**src/rtl/stk_pkg.sv**
```systemverilog
package stk_pkg;

  typedef enum logic [1:0] {
    OPC_PUSH = 2'd0,
    OPC_POP  = 2'd1,
    OPC_ADD  = 2'd2,
    OPC_SUB  = 2'd3
  } stk_op_e;

  typedef enum logic [1:0] {
    SRC_CONST = 2'd0,
    SRC_MEM   = 2'd1,
    SRC_ALU   = 2'd2
  } stk_src_e;

  // Arithmetic on two stack entries: lower is second-from-top, upper is top.
  function automatic logic [15:0] stk_arith(input logic is_sub,
                                            input logic [15:0] lower,
                                            input logic [15:0] upper);
    logic [15:0] r;
    if (is_sub) r = lower - upper;
    else        r = lower + upper;
    return r;
  endfunction

endpackage

```
**src/rtl/stk_regfile.sv**
```systemverilog
module stk_regfile #(
  parameter int DEPTH = 8,
  parameter int W     = 16,
  parameter int CW    = $clog2(DEPTH + 1)
) (
  input  logic          clk,
  input  logic          rst_n,
  input  logic          do_push,
  input  logic          do_pop,
  input  logic          do_fold,
  input  logic [W-1:0]  wr_val,
  output logic [W-1:0]  top,
  output logic [W-1:0]  nxt,
  output logic [CW-1:0] cnt
);

  logic [W-1:0] ent [DEPTH];

  always_ff @(posedge clk) begin
    if (!rst_n) cnt <= '0;
    else if (do_push) cnt <= cnt + CW'(1);
    else if (do_pop || do_fold) cnt <= cnt - CW'(1);
  end

  always_ff @(posedge clk) begin
    for (int i = 0; i < DEPTH; i++) begin
      if (!rst_n) ent[i] <= '0;
      else if (do_push && int'(cnt) == i) ent[i] <= wr_val;
      else if (do_fold && int'(cnt) == i + 2) ent[i] <= wr_val;
    end
  end

  always_comb begin
    top = '0;
    nxt = '0;
    for (int i = 0; i < DEPTH; i++) begin
      if (int'(cnt) == i + 1) top = ent[i];
      if (int'(cnt) == i + 2) nxt = ent[i];
    end
  end

endmodule

```
**src/rtl/stk_alu.sv**
```systemverilog
module stk_alu #(
  parameter int W = 16
) (
  input  logic         is_sub,
  input  logic [W-1:0] lower,
  input  logic [W-1:0] upper,
  output logic [W-1:0] res
);

  always_comb res = W'(stk_pkg::stk_arith(is_sub, 16'(lower), 16'(upper)));

endmodule

```
**src/rtl/stk_ctrl.sv**
```systemverilog
module stk_ctrl #(
  parameter int DEPTH = 8,
  parameter int W     = 16,
  parameter int AW    = 8,
  parameter int CW    = $clog2(DEPTH + 1)
) (
  input  logic           clk,
  input  logic           rst_n,
  input  logic           in_valid,
  input  logic [1:0]     in_op,
  input  logic           in_kind,
  input  logic [W-1:0]   in_data,
  input  logic [CW-1:0]  cnt,
  output logic           in_ready,
  output logic           fire,
  output logic           do_push,
  output logic           do_pop,
  output logic           do_fold,
  output stk_pkg::stk_src_e src_sel,
  output logic           rd_issue,
  output logic           mem_we,
  output logic [AW-1:0]  mem_addr,
  output logic           ovf_evt,
  output logic           unf_evt
);
  import stk_pkg::*;

  typedef enum logic {ST_IDLE, ST_READ} st_e;
  st_e st;

  logic full, empty, lt_two;
  stk_op_e op;

  assign op       = stk_op_e'(in_op);
  assign full     = (int'(cnt) == DEPTH);
  assign empty    = (cnt == '0);
  assign lt_two   = (int'(cnt) < 2);
  assign in_ready = (st == ST_IDLE);
  assign fire     = in_valid && in_ready;
  assign mem_addr = in_data[AW-1:0];

  always_comb begin
    do_push  = 1'b0;
    do_pop   = 1'b0;
    do_fold  = 1'b0;
    rd_issue = 1'b0;
    mem_we   = 1'b0;
    ovf_evt  = 1'b0;
    unf_evt  = 1'b0;
    src_sel  = SRC_CONST;
    if (st == ST_READ) begin
      do_push = 1'b1;
      src_sel = SRC_MEM;
    end else if (fire) begin
      unique case (op)
        OPC_PUSH: begin
          if (full) ovf_evt = 1'b1;
          else if (in_kind) rd_issue = 1'b1;
          else do_push = 1'b1;
        end
        OPC_POP: begin
          if (empty) unf_evt = 1'b1;
          else begin
            do_pop = 1'b1;
            mem_we = 1'b1;
          end
        end
        default: begin
          if (lt_two) unf_evt = 1'b1;
          else begin
            do_fold = 1'b1;
            src_sel = SRC_ALU;
          end
        end
      endcase
    end
  end

  always_ff @(posedge clk) begin
    if (!rst_n) st <= ST_IDLE;
    else if (rd_issue) st <= ST_READ;
    else st <= ST_IDLE;
  end

endmodule

```
**src/rtl/stk_exec_unit.sv**
```systemverilog
module stk_exec_unit #(
  parameter int DEPTH = 8,
  parameter int W     = 16,
  parameter int AW    = 8
) (
  input  logic          clk,
  input  logic          rst_n,
  input  logic          in_valid,
  output logic          in_ready,
  input  logic [1:0]    in_op,
  input  logic          in_kind,
  input  logic [W-1:0]  in_data,
  output logic [AW-1:0] mem_addr,
  output logic [W-1:0]  mem_wdata,
  output logic          mem_we,
  input  logic [W-1:0]  mem_rdata,
  output logic          err_overflow,
  output logic          err_underflow
);
  import stk_pkg::*;

  localparam int CW = $clog2(DEPTH + 1);

  logic          fire, do_push, do_pop, do_fold, rd_issue, ovf_evt, unf_evt;
  logic [W-1:0]  top, nxt, alu_res, wr_val;
  logic [CW-1:0] cnt;
  stk_src_e      src_sel;

  stk_ctrl #(.DEPTH(DEPTH), .W(W), .AW(AW), .CW(CW)) u_ctrl (
    .clk(clk), .rst_n(rst_n), .in_valid(in_valid), .in_op(in_op),
    .in_kind(in_kind), .in_data(in_data), .cnt(cnt), .in_ready(in_ready),
    .fire(fire), .do_push(do_push), .do_pop(do_pop), .do_fold(do_fold),
    .src_sel(src_sel), .rd_issue(rd_issue), .mem_we(mem_we),
    .mem_addr(mem_addr), .ovf_evt(ovf_evt), .unf_evt(unf_evt)
  );

  stk_alu #(.W(W)) u_alu (
    .is_sub(in_op[0]), .lower(nxt), .upper(top), .res(alu_res)
  );

  always_comb begin
    unique case (src_sel)
      SRC_MEM: wr_val = mem_rdata;
      SRC_ALU: wr_val = alu_res;
      default: wr_val = in_data;
    endcase
  end

  stk_regfile #(.DEPTH(DEPTH), .W(W), .CW(CW)) u_regs (
    .clk(clk), .rst_n(rst_n), .do_push(do_push), .do_pop(do_pop),
    .do_fold(do_fold), .wr_val(wr_val), .top(top), .nxt(nxt), .cnt(cnt)
  );

  assign mem_wdata = top;

  always_ff @(posedge clk) begin
    if (!rst_n) begin
      err_overflow  <= 1'b0;
      err_underflow <= 1'b0;
    end else begin
      if (ovf_evt) err_overflow  <= 1'b1;
      if (unf_evt) err_underflow <= 1'b1;
    end
  end

endmodule

```
**config.mk**
```make
export PLATFORM = sky130hd
export DESIGN_NAME = stk_exec_unit
export DESIGN_NICKNAME = d
export VERILOG_FILES = /design/src/rtl/stk_pkg.sv /design/src/rtl/stk_regfile.sv /design/src/rtl/stk_alu.sv /design/src/rtl/stk_ctrl.sv /design/src/rtl/stk_exec_unit.sv
export SDC_FILE = /design/constraint.sdc
export NUM_CORES = 1
export LEC_CHECK = 0
export BUFFER_PORTS_ARGS = -buffer_cell sky130_fd_sc_hd__clkbuf_2
export CAP_MARGIN = 40
export CELL_PAD_IN_SITES_DETAIL_PLACEMENT = 0
export CELL_PAD_IN_SITES_GLOBAL_PLACEMENT = 2
export CORE_UTILIZATION = 35
export CTS_BUF_LIST = sky130_fd_sc_hd__clkbuf_8
export DETAILED_ROUTE_END_ITERATION = 12
export GPL_ROUTABILITY_DRIVEN = 0
export PLACE_DENSITY = 0.83
export SYNTH_ARGS = -nofsm -noshare
export SYNTH_HDL_FRONTEND = slang
export SYNTH_SLANG_ARGS = --single-unit
```
**constraint.sdc**
```tcl
create_clock -name clk -period 4.35 [get_ports clk]
set_input_delay 0.2175 -clock clk [delete_from_list [all_inputs] [get_ports clk]]
set_output_delay 0.2175 -clock clk [all_outputs]
set_load 0.05 [all_outputs]
```
==> impl_metrics.yaml, run 1 <==
cells_and_area:
  fin_util: 0.492
  nets: 1175
  final_common_cell: "nor2_1"
  layout_common_cells: "nor2_1, buf_4, edfxtp_1, clkbuf_2, nand2_1"
  drive_above_1_share: 0.361
  seq_area_sq_um: 4000
  nFillCells: 2205
  syn2layout_area_growth_pct: 37.7
  diodes: 0
  multi_input_area_sq_um: 4470
critical_path:
  worst-path-max-fanout: 8
  cp-start-kind: "flop"
  cp.required_ns: 4.53
  path_class: "reg -> reg"
  cp.arrival_ns: 4.74
  critPathCaptureType: "flop"
pwr:
  switching_share: 0.448
  ir_worst_vdd_uv: 528
  clkPwrFrac: 0.119
  power_density_nw_per_um2: 883
  power.share.combinational: 0.724
  p_switching_mw: 4.57
  p_int_mw: 5.63
  p_leak_nw: 4.66
  seq_power_share: 0.158
floorplanning:
  fp.dieArea_sq_um: 24600
  io_pins: 66
  rows: 56
  start_util: 0.357
  coreArea_sq_um: 23500
  die_w_microns: 157
  die_height_microns: 157
clocking:
  numCtsBuffers: 17
  cts_tree: "done"
  clock_latency_ns: 0.47
  numClockSinks: 135
  cts_root_buf: "clkbuf_8"
  htreeDepth: 4
  clk_path_buf_depth: 2
  clk_pin_slew_ns: 0.09
yosys:
  syn-num-nets: 940
  synth_top_flop_cell: "edfxtp_1"
  ys_types: 73
  synth-edff-count: 128
  syn_area_per_cell_sq_um: 9.51
  ys_async_sr_fraction: 0
  ys_ff_latch: 135
  netlist_instances: 882
  yosysWarnings: 0
  seq_area_frac_synth: 0.475
  syn_area_sq_um: 8390
global_routing:
  grt_pass1_wl_microns: 46100
  grt_pass1_vias: 7674
  grt_start_max_net_pins: 22
  grtUsageTotal: 0.259
  gr-total-overflow: 0
  antenna_found_initial: 0
route:
  drtAntennaViolNets: 0
  vias_per_cell: 5.63
  wirelength_microns: 31600
  drc: 0
  drtIter0Drc: 905
  dr.pass1.iters: 6
  wire_per_inst_microns: 21.8
  vias: 8153
timing:
  tightest_slew_ns: 0.877
  worst_slack_ns: -0.208
  fin_skew_ns: 0.0158
  rsz0062_at_grt: "yes"
  setup_tns_ns: -2.89
  fmax_mhz: 219
  setup_violations: 25
  finalHoldViolCount: 0
  fin_crit_sh: 1.05
  min_period_ns: 4.56
  finalMaxSlewViolations: 0
  worst_hold_slack_ns: 0.135
  relSlewSlack: 0.415
placement:
  dpl.hpwl_microns: 22900
  io_buffers: 65
status:
  violations: "setup timing"
  status: "finished with violations"
flow_run:
  maxCapViolations: 0
min_path:
  hp-class: "in -> reg"
[metal layers]
metal	GRT usage	wire length, microns	up-vias
met5	0	0	-
met4	0.103	969	0
met3	0.0440	2600	71
met2	0.413	14600	398
met1	0.349	13500	3951
li1	-	-	3733
[power by group through the flow]
stage | combinational [mW] | clock [mW] | sequential, mW
after floorplan | 3.77 | 0 | 1.60
after global placement | 6.43 | 0 | 1.63
after detailed placement | 6.44 | 0 | 1.63
after CTS | 6.66 | 1.22 | 1.60
after global routing | 7.96 | 1.27 | 1.62
final | 7.38 | 1.21 | 1.61
[state kept, by name (all words and copies together) (netlist names)]
register and cells:
err_underflow 1, u_ctrl.st 1, u_regs.ent 128, u_regs.cnt 4, err_overflow 1
[final timing paths]
check	from	to	slack (ns)	cells after the start
setup / recovery	u_regs.cnt[0]	u_regs.ent[1][31]	-0.21	22
hold / removal	in_op[1]	u_ctrl.st	0.14	4
setup reg to reg	u_regs.cnt[0]	u_regs.ent[1][31]	-0.21	22
hold reg to reg	err_overflow	err_overflow	0.47	2
[critical path: stages, from the launching register on]
cell and delay (ns):
dfxtp_4 0.38, buf_4 0.15, or3b_4 0.40, a21oi_4 0.16, a2111oi_4 0.07, buf_4 0.18
nor2_4 0.09, inv_2 0.05, ha_4 0.23, mux2_4 0.28, inv_2 0.05, ha_1 0.20
nor2b_1 0.14, o31a_1 0.32, o21ai_1 0.17, buf_4 0.14, o31ai_2 0.07, o21a_1 0.22
a31oi_2 0.20, xor2_1 0.27, mux2i_2 0.26, buf_6 0.16, a21oi_1 0.07
[synth_stat cells, drive strengths merged, types with 6 or more instances]
master / number / area, sq um
a22o: 7 / 61.3
buf: 33 / 219
o22ai: 15 / 93.8
nand2: 52 / 195
xnor2: 21 / 184
a22oi: 48 / 360
or2: 8 / 50.1
a21oi: 55 / 275
a221oi: 15 / 131
a211oi: 6 / 45.0
xor2: 6 / 52.6
nor2b: 13 / 81.3
mux2i: 16 / 164
nor2: 200 / 753
o21ai: 39 / 199
nand4: 12 / 75.1
clkbuf: 29 / 109
nor3: 14 / 80.1
nand3: 9 / 50.1
ha: 18 / 225
inv: 19 / 71.3
nand2b: 15 / 96.3
nand3b: 17 / 128
edfxtp: 128 / 3840
dfxtp: 7 / 140
[kinds of logic after synthesis]
kind of cell	count (synthesis)	share of synthesized area
AOI/OAI and AO/OA	233	0.187
adders and majority gates	20	0.0316
buffers and inverters	81	0.0476
xor gates and xnor gates	27	0.0282
DFF	135	0.475
muxes	20	0.0249
and+or+nand+nor	366	0.206
[stage by stage]
step,setup WS [ns],std cells,power [mW],area [sq um]
2_1_floorplan,-0.00844,882,5.37,8510
3_3_place_gp,-0.343,1378,8.06,10300
3_5_place_dp,-0.423,1384,8.07,10400
4_1_cts,-0.226,1422,9.48,11000
5_1_grt,-0.359,1449,10.8,11500
6_report,-0.208,1449,10.2,11500
[what timing repair did]
| item | 4_1_cts | 5_1_grt |
|---|---|---|
| pin swaps | 4 | 22 |
| resized for setup | 26 | 86 |
| buffers inserted | 6 | 27 |
| hold buffers | 1 | 0 |
| cloned | 0 | 1 |
| hold endpoints to repair | 1 | 0 |
| endpoints found under the setup margin | 60 | 80 |
[cell type report]
type,instances,share of cell area
clock buffer,17,0.0203
clock inverter,15,0.0186
inverter,19,0.00650
multi-input combinational,666,0.387
sequential,135,0.346
tap,319,0.0346
timing repair buffer,278,0.187
Note: power is estimated with default switching activity, not from simulation.
==> inputs of run 2 (changes only) <==
--- a/config.mk
+++ b/config.mk
@@ -5,15 +5,16 @@
 export SDC_FILE = /design/constraint.sdc
 export NUM_CORES = 1
 export LEC_CHECK = 0
+export ABC_AREA = 1
 export BUFFER_PORTS_ARGS = -buffer_cell sky130_fd_sc_hd__clkbuf_2
 export CAP_MARGIN = 40
 export CELL_PAD_IN_SITES_DETAIL_PLACEMENT = 0
 export CELL_PAD_IN_SITES_GLOBAL_PLACEMENT = 2
-export CORE_UTILIZATION = 35
+export CORE_UTILIZATION = 34
 export CTS_BUF_LIST = sky130_fd_sc_hd__clkbuf_8
 export DETAILED_ROUTE_END_ITERATION = 12
 export GPL_ROUTABILITY_DRIVEN = 0
-export PLACE_DENSITY = 0.83
+export PLACE_DENSITY = 0.84
 export SYNTH_ARGS = -nofsm -noshare
 export SYNTH_HDL_FRONTEND = slang
 export SYNTH_SLANG_ARGS = --single-unit
==> run 2 against run 1 <==
  * The run now ends clean
  * Combinational power fell by 60%
  * Non-clock buffer count fell by 90
  * Fmax rose by 8.0%
  * First-iteration DRC count fell by 26%
  * Clock skew rose by 0.0088 ns
  * Power fell by 46%
  * Design area fell by 6.7%
  * Sequential share of layout area rose by 2.5 points
  * Synthesized area rose by 2.7%
  * Worst hold slack got worse by 0.078 ns
==> impl_metrics.yaml, run 2 <==
status:
  status: "completed"
cells_and_area:
  final_common_cell: "nand2_1"
  layout_common_cells: "nand2_1, nor2_1, inv_1, edfxtp_1, buf_4"
  syn2layout_area_growth_pct: 25.0
  reg_top3: "u_regs.ent x128, u_regs.cnt x4"
  seq_area_sq_um: 4000
  fin_util: 0.438
  drive_above_1_share: 0.259
  nFillCells: 2535
  stdcell_count: 1557
  multi_input_area_sq_um: 4020
  top_register: "u_regs.ent"
  nets: 1278
  largest_reg_flops: 128
  diodes: 0
pwr:
  seq_power_share: 0.278
  p_switching_mw: 2.42
  switching_share: 0.436
  p_leak_nw: 4.90
  clkPwrFrac: 0.196
  power.share.combinational: 0.526
  ir_worst_vdd_uv: 269
  power_density_nw_per_um2: 515
  p_int_mw: 3.13
  p_total_mw: 5.55
timing:
  finalHoldViolCount: 0
  setup_violations: 0
  finalMaxSlewViolations: 0
  fin_skew_ns: 0.0246
  worst_hold_slack_ns: 0.0568
  worst_slack_ns: 0.130
  tightest_slew_ns: 0.793
  fin_crit_sh: 0.970
  min_period_ns: 4.22
  fmax_mhz: 237
  relSlewSlack: 0.470
global_routing:
  gr-total-overflow: 0
  antenna_found_initial: 0
  grt_pass1_wl_microns: 44200
  grtUsageTotal: 0.229
  grt_start_max_net_pins: 23
  grt_pass1_vias: 7670
yosys:
  ys_async_sr_fraction: 0
  yosysMostFrequentCell: "nand2_1"
  synth_top_area_cell: "edfxtp_1"
  ys_types: 50
  synth_top_flop_cell: "edfxtp_1"
  yosys-top-cells-area: "edfxtp_1, nand2_1, nor2_1"
  netlist_instances: 1061
  syn-num-nets: 1119
  yosysWarnings: 0
  syn_area_per_cell_sq_um: 8.12
  ys_ff_latch: 135
  synthTopCellsByCount: "nand2_1, nor2_1, inv_1"
  syn_area_sq_um: 8620
  synth_top_area_share: 0.446
  synth-edff-count: 128
  seq_area_frac_synth: 0.462
floorplanning:
  die_w_microns: 161
  rows: 57
  fp.dieArea_sq_um: 26000
  start_util: 0.350
  io_pins: 66
  coreArea_sq_um: 24600
  die_height_microns: 161
route:
  vias: 8039
  dr.pass1.iters: 5
  drtAntennaViolNets: 0
  vias_per_cell: 5.16
  drtIter0Drc: 667
  wire_per_inst_microns: 19.0
  wirelength_microns: 29600
  drc: 0
critical_path:
  crit_start: "u_regs.cnt[0]"
  critPathCaptureType: "flop"
  path_class: "reg -> reg"
  cp.arrival_ns: 4.40
  max_stage_delay_ns: 0.39
  r2r-start: "u_regs.cnt[0]"
  worst-path-max-fanout: 8
  slowest_stage: "dfxtp_4"
  cp_common_cell: "buf_4"
  cp-start-kind: "flop"
  cp.required_ns: 4.53
placement:
  io_buffers: 65
  dp.cells: 1510
  dpl.hpwl_microns: 22400
  pre_cts_slack_ns: -0.0539
clocking:
  cts_root_buf: "clkbuf_8"
  htreeDepth: 4
  numCtsBuffers: 17
  numClockSinks: 135
  clk_path_buf_depth: 2
  cts_tree: "done"
  clk_pin_slew_ns: 0.09
  clock_latency_ns: 0.46
min_path:
  hp-class: "in -> reg"
  worstHoldStart: "in_op[1]"
flow_run:
  maxCapViolations: 0
## run 2: layout make-up
type	instances	share of cell area
flip-flops and latches	135	0.371
well taps	324	0.0376
clock buffers	17	0.0217
inverters	145	0.0519
repair buffers	188	0.129
clock inverters	15	0.0156
multi-input cells	733	0.373
## run 2: kinds of logic (layout without fill, tap and decap cells)
| group | after synthesis | after routing | synth area share |
|---|---|---|---|
| flops | 135 | 135 | 0.462 |
| buf+inv | 194 | 365 | 0.0981 |
| simple gates | 526 | 527 | 0.266 |
| xor+xnor | 14 | 14 | 0.0142 |
| compound gates | 172 | 172 | 0.128 |
| fa+ha+maj | 20 | 20 | 0.0308 |
## run 2: final timing paths
kind | end | slack [ns] | cells after the start
max | u_regs.ent[0][41] | 0.13 | 26
min | u_ctrl.st | 0.06 | 4
max reg2reg | u_regs.ent[0][41] | 0.13 | 26
min reg2reg | err_overflow | 0.48 | 2
## run 2: timing repair
action                                  4_1_cts  5_1_grt
hold buffers                                  1        0
setup buffers                                 0       13
resized for setup                             7       70
cloned                                        1        1
pin swaps                                     1       34
endpoints found under the setup margin       18       60
hold endpoints to repair                      1        0
## run 2: layer usage
metal / vias up / track usage / wire, microns
li1: 3892 / - / -
met1: 3838 / 0.310 / 13200
met2: 265 / 0.376 / 14100
met3: 44 / 0.0324 / 1650
met4: 0 / 0.0768 / 593
met5: - / 0 / 0
## run 2: worst max-delay path, delay by kind of cell, from the launching register on
family | cells | cell delay [ns]
buf+inv | 8 | 1.01
fa+ha+maj | 2 | 0.51
simple gates | 11 | 1.27
xor+xnor | 1 | 0.16
flops | 1 | 0.39
compound gates | 4 | 0.61
## run 2: power by group through the flow
stage	clock network, mW	logic (mW)	registers, mW
floorplan	0	1.55	1.56
global placement	0	2.56	1.56
detailed placement	0	2.56	1.57
CTS	1.10	2.59	1.54
global route	1.15	3.19	1.55
finish	1.09	2.92	1.54
## run 2: stage by stage
stage	setup TNS (ns)	instance area [sq um]
3_3_place_gp	-0.854	9980
5_1_grt	-1.40	10800
2_1_floorplan	0	8620
6_report	0	10800
4_1_cts	0	10400
3_5_place_dp	-0.602	9990
==> inputs of run 3 (changes only) <==
--- a/config.mk
+++ b/config.mk
@@ -10,6 +10,7 @@
 export CAP_MARGIN = 40
 export CELL_PAD_IN_SITES_DETAIL_PLACEMENT = 0
 export CELL_PAD_IN_SITES_GLOBAL_PLACEMENT = 2
+export CORE_MARGIN = 2
 export CORE_UTILIZATION = 34
 export CTS_BUF_LIST = sky130_fd_sc_hd__clkbuf_8
 export DETAILED_ROUTE_END_ITERATION = 12
==> constraint.sdc (replaced) <==
create_clock -name clk -period 4.35 [get_ports clk]
set_input_delay 0.435 -clock clk [delete_from_list [all_inputs] [get_ports clk]]
set_output_delay 0.435 -clock clk [all_outputs]
set_load 0.05 [all_outputs]
==> run 3 against run 2 <==
  * Routed wire length shrank 1.0%
  * Clock skew shrank 0.0019 ns
  * Worst setup slack better by 0.13 ns
  * Global-route usage decreased by 0.49 points
  * Clock power increased by 11%
  * Worst hold slack better by 0.15 ns
==> impl_metrics.yaml, run 3 (synthesized netlist as in run 2, its figures left out) <==
route:
  dr.pass1.iters: 5
  drtAntennaViolNets: 0
  wire_per_inst_microns: 19.0
  drtIter0Drc: 733
  vias: 7928
  vias_per_cell: 5.14
  wirelength_microns: 29300
  drc: 0
min_path:
  whs_path_depth: 3
  hold_end: "u_ctrl.st"
  hp-class: "in -> reg"
  worstHoldStart: "in_kind"
timing:
  min_period_ns: 4.09
  worst_hold_slack_ns: 0.212
  tightest_slew_ns: 0.690
  worst_slack_ns: 0.257
  fin_crit_sh: 0.941
  fin_skew_ns: 0.0227
  finalHoldViolCount: 0
  setup_violations: 0
  relSlewSlack: 0.540
  fmax_mhz: 244
  finalMaxSlewViolations: 0
clocking:
  numClockSinks: 135
  clock_latency_ns: 0.46
  clk_path_buf_depth: 2
  clk_pin_slew_ns: 0.09
  htreeDepth: 4
  numCtsBuffers: 17
  cts-hold-fix-buffers: 0
  cts_tree: "done"
  cts_root_buf: "clkbuf_8"
global_routing:
  grt_pass1_wl_microns: 44500
  grt_pass1_vias: 7709
  grt_start_max_net_pins: 38
  grtUsageTotal: 0.224
  antenna_found_initial: 0
  gr-total-overflow: 0
critical_path:
  slowest_stage: "dfxtp_4"
  r2r_setup_slack_ns: 0.26
  cp.required_ns: 4.53
  reg2reg_to: "u_regs.ent[0][30]"
  rr_worst_depth: 28
  critPathCaptureType: "flop"
  worst-path-max-fanout: 9
  r2r-start: "u_regs.cnt[0]"
  path_class: "reg -> reg"
  cp-start-kind: "flop"
  critPathBufInv: 3
  max_stage_delay_ns: 0.42
  cp.arrival_ns: 4.27
  critPathTopFamily: "simple AND/OR/NAND/NOR gates"
placement:
  dpl.hpwl_microns: 22100
  pre_cts_slack_ns: -0.104
  io_buffers: 65
  placed_area_sq_um: 9880
cells_and_area:
  reg_top3: "u_regs.ent x128, u_regs.cnt x4"
  largest_reg_flops: 128
  drive_above_1_share: 0.238
  top_register: "u_regs.ent"
  nets: 1256
  diodes: 0
  syn2layout_area_growth_pct: 22.6
  stdcell_area_sq_um: 10600
  layout_common_cells: "nand2_1, nor2_1, inv_1, edfxtp_1, buf_4"
  nFillCells: 2552
  final_common_cell: "nand2_1"
floorplanning:
  rows: 58
  io_pins: 66
  coreArea_sq_um: 25000
  start_util: 0.344
  die_height_microns: 163
  fp.dieArea_sq_um: 26600
  die_w_microns: 163
pwr:
  ir_worst_vdd_uv: 205
  p_leak_nw: 4.77
  p_int_mw: 3.11
  power.share.combinational: 0.497
  seq_power_share: 0.283
  power_density_nw_per_um2: 517
  clkPwrFrac: 0.221
  switching_share: 0.430
  p_switching_mw: 2.35
status:
  status: "completed"
flow_run:
  maxCapViolations: 0
run 3: stage by stage:
step	TNS (ns)	utilization	cells	total power, mW
floorplan	0	-	1061	3.10
global placement	-0.761	0.395	1503	4.04
detailed placement	-0.805	0.395	1503	4.03
CTS	0	0.413	1535	5.23
global route	-0.196	0.422	1541	5.80
finish	0	0.422	1541	5.46
run 3: what timing repair did:
item	CTS	global route
setup endpoints to repair	24	59
gates resized for setup	5	54
pin swaps	0	26
buffers inserted	0	6
run 3: worst register-to-register path: cells and delay by family (launching register included):
kind	cells	cell delay, ns
AO/OA/AOI/OAI	4	0.42
buffers and inverters	3	0.31
AND/OR/NAND/NOR	19	2.14
adder cells (fa/ha/maj)	1	0.37
flip-flops	1	0.42
XOR/XNOR	1	0.15
run 3: area by class of cell:
type	count	area, sq um	area share
Sequential cell	135	4000	0.379
Multi-Input combinational cell	732	3960	0.375
Clock inverter	15	213	0.0201
Tap cell	330	413	0.0391
Clock buffer	17	234	0.0222
Timing Repair Buffer	167	1190	0.113
Inverter	145	552	0.0522
run 3: how the worst max path moves through the flow:
stage,from,slack [ns],cells past startpoint,to
3_3_place_gp,u_regs.cnt[1],-0.11,29,u_regs.ent[1][59]
4_1_cts,u_regs.cnt[2],0.04,31,u_regs.ent[1][59]
5_1_grt,u_regs.cnt[0],-0.04,29,u_regs.ent[1][31]
6_report,u_regs.cnt[0],0.26,28,u_regs.ent[0][30]
3_5_place_dp,u_regs.cnt[2],-0.10,29,u_regs.ent[1][59]
2_1_floorplan,u_regs.cnt[1],0.22,29,u_regs.ent[0][14]
run 3: power groups by stage:
stage | registers, mW | clock network [mW] | logic [mW]
global route | 1.55 | 1.27 | 2.98
floorplan | 1.56 | 0 | 1.55
CTS | 1.54 | 1.22 | 2.48
finish | 1.54 | 1.21 | 2.71
global placement | 1.56 | 0 | 2.47
detailed placement | 1.57 | 0 | 2.46
run 3: per-layer routing:
layer | global-route usage | wire length [microns] | part of all wire
met5 | 0 | 0 | 0
met4 | 0.0720 | 760 | 0.026
met3 | 0.0284 | 1290 | 0.044
met2 | 0.370 | 14000 | 0.48
met1 | 0.305 | 13200 | 0.45
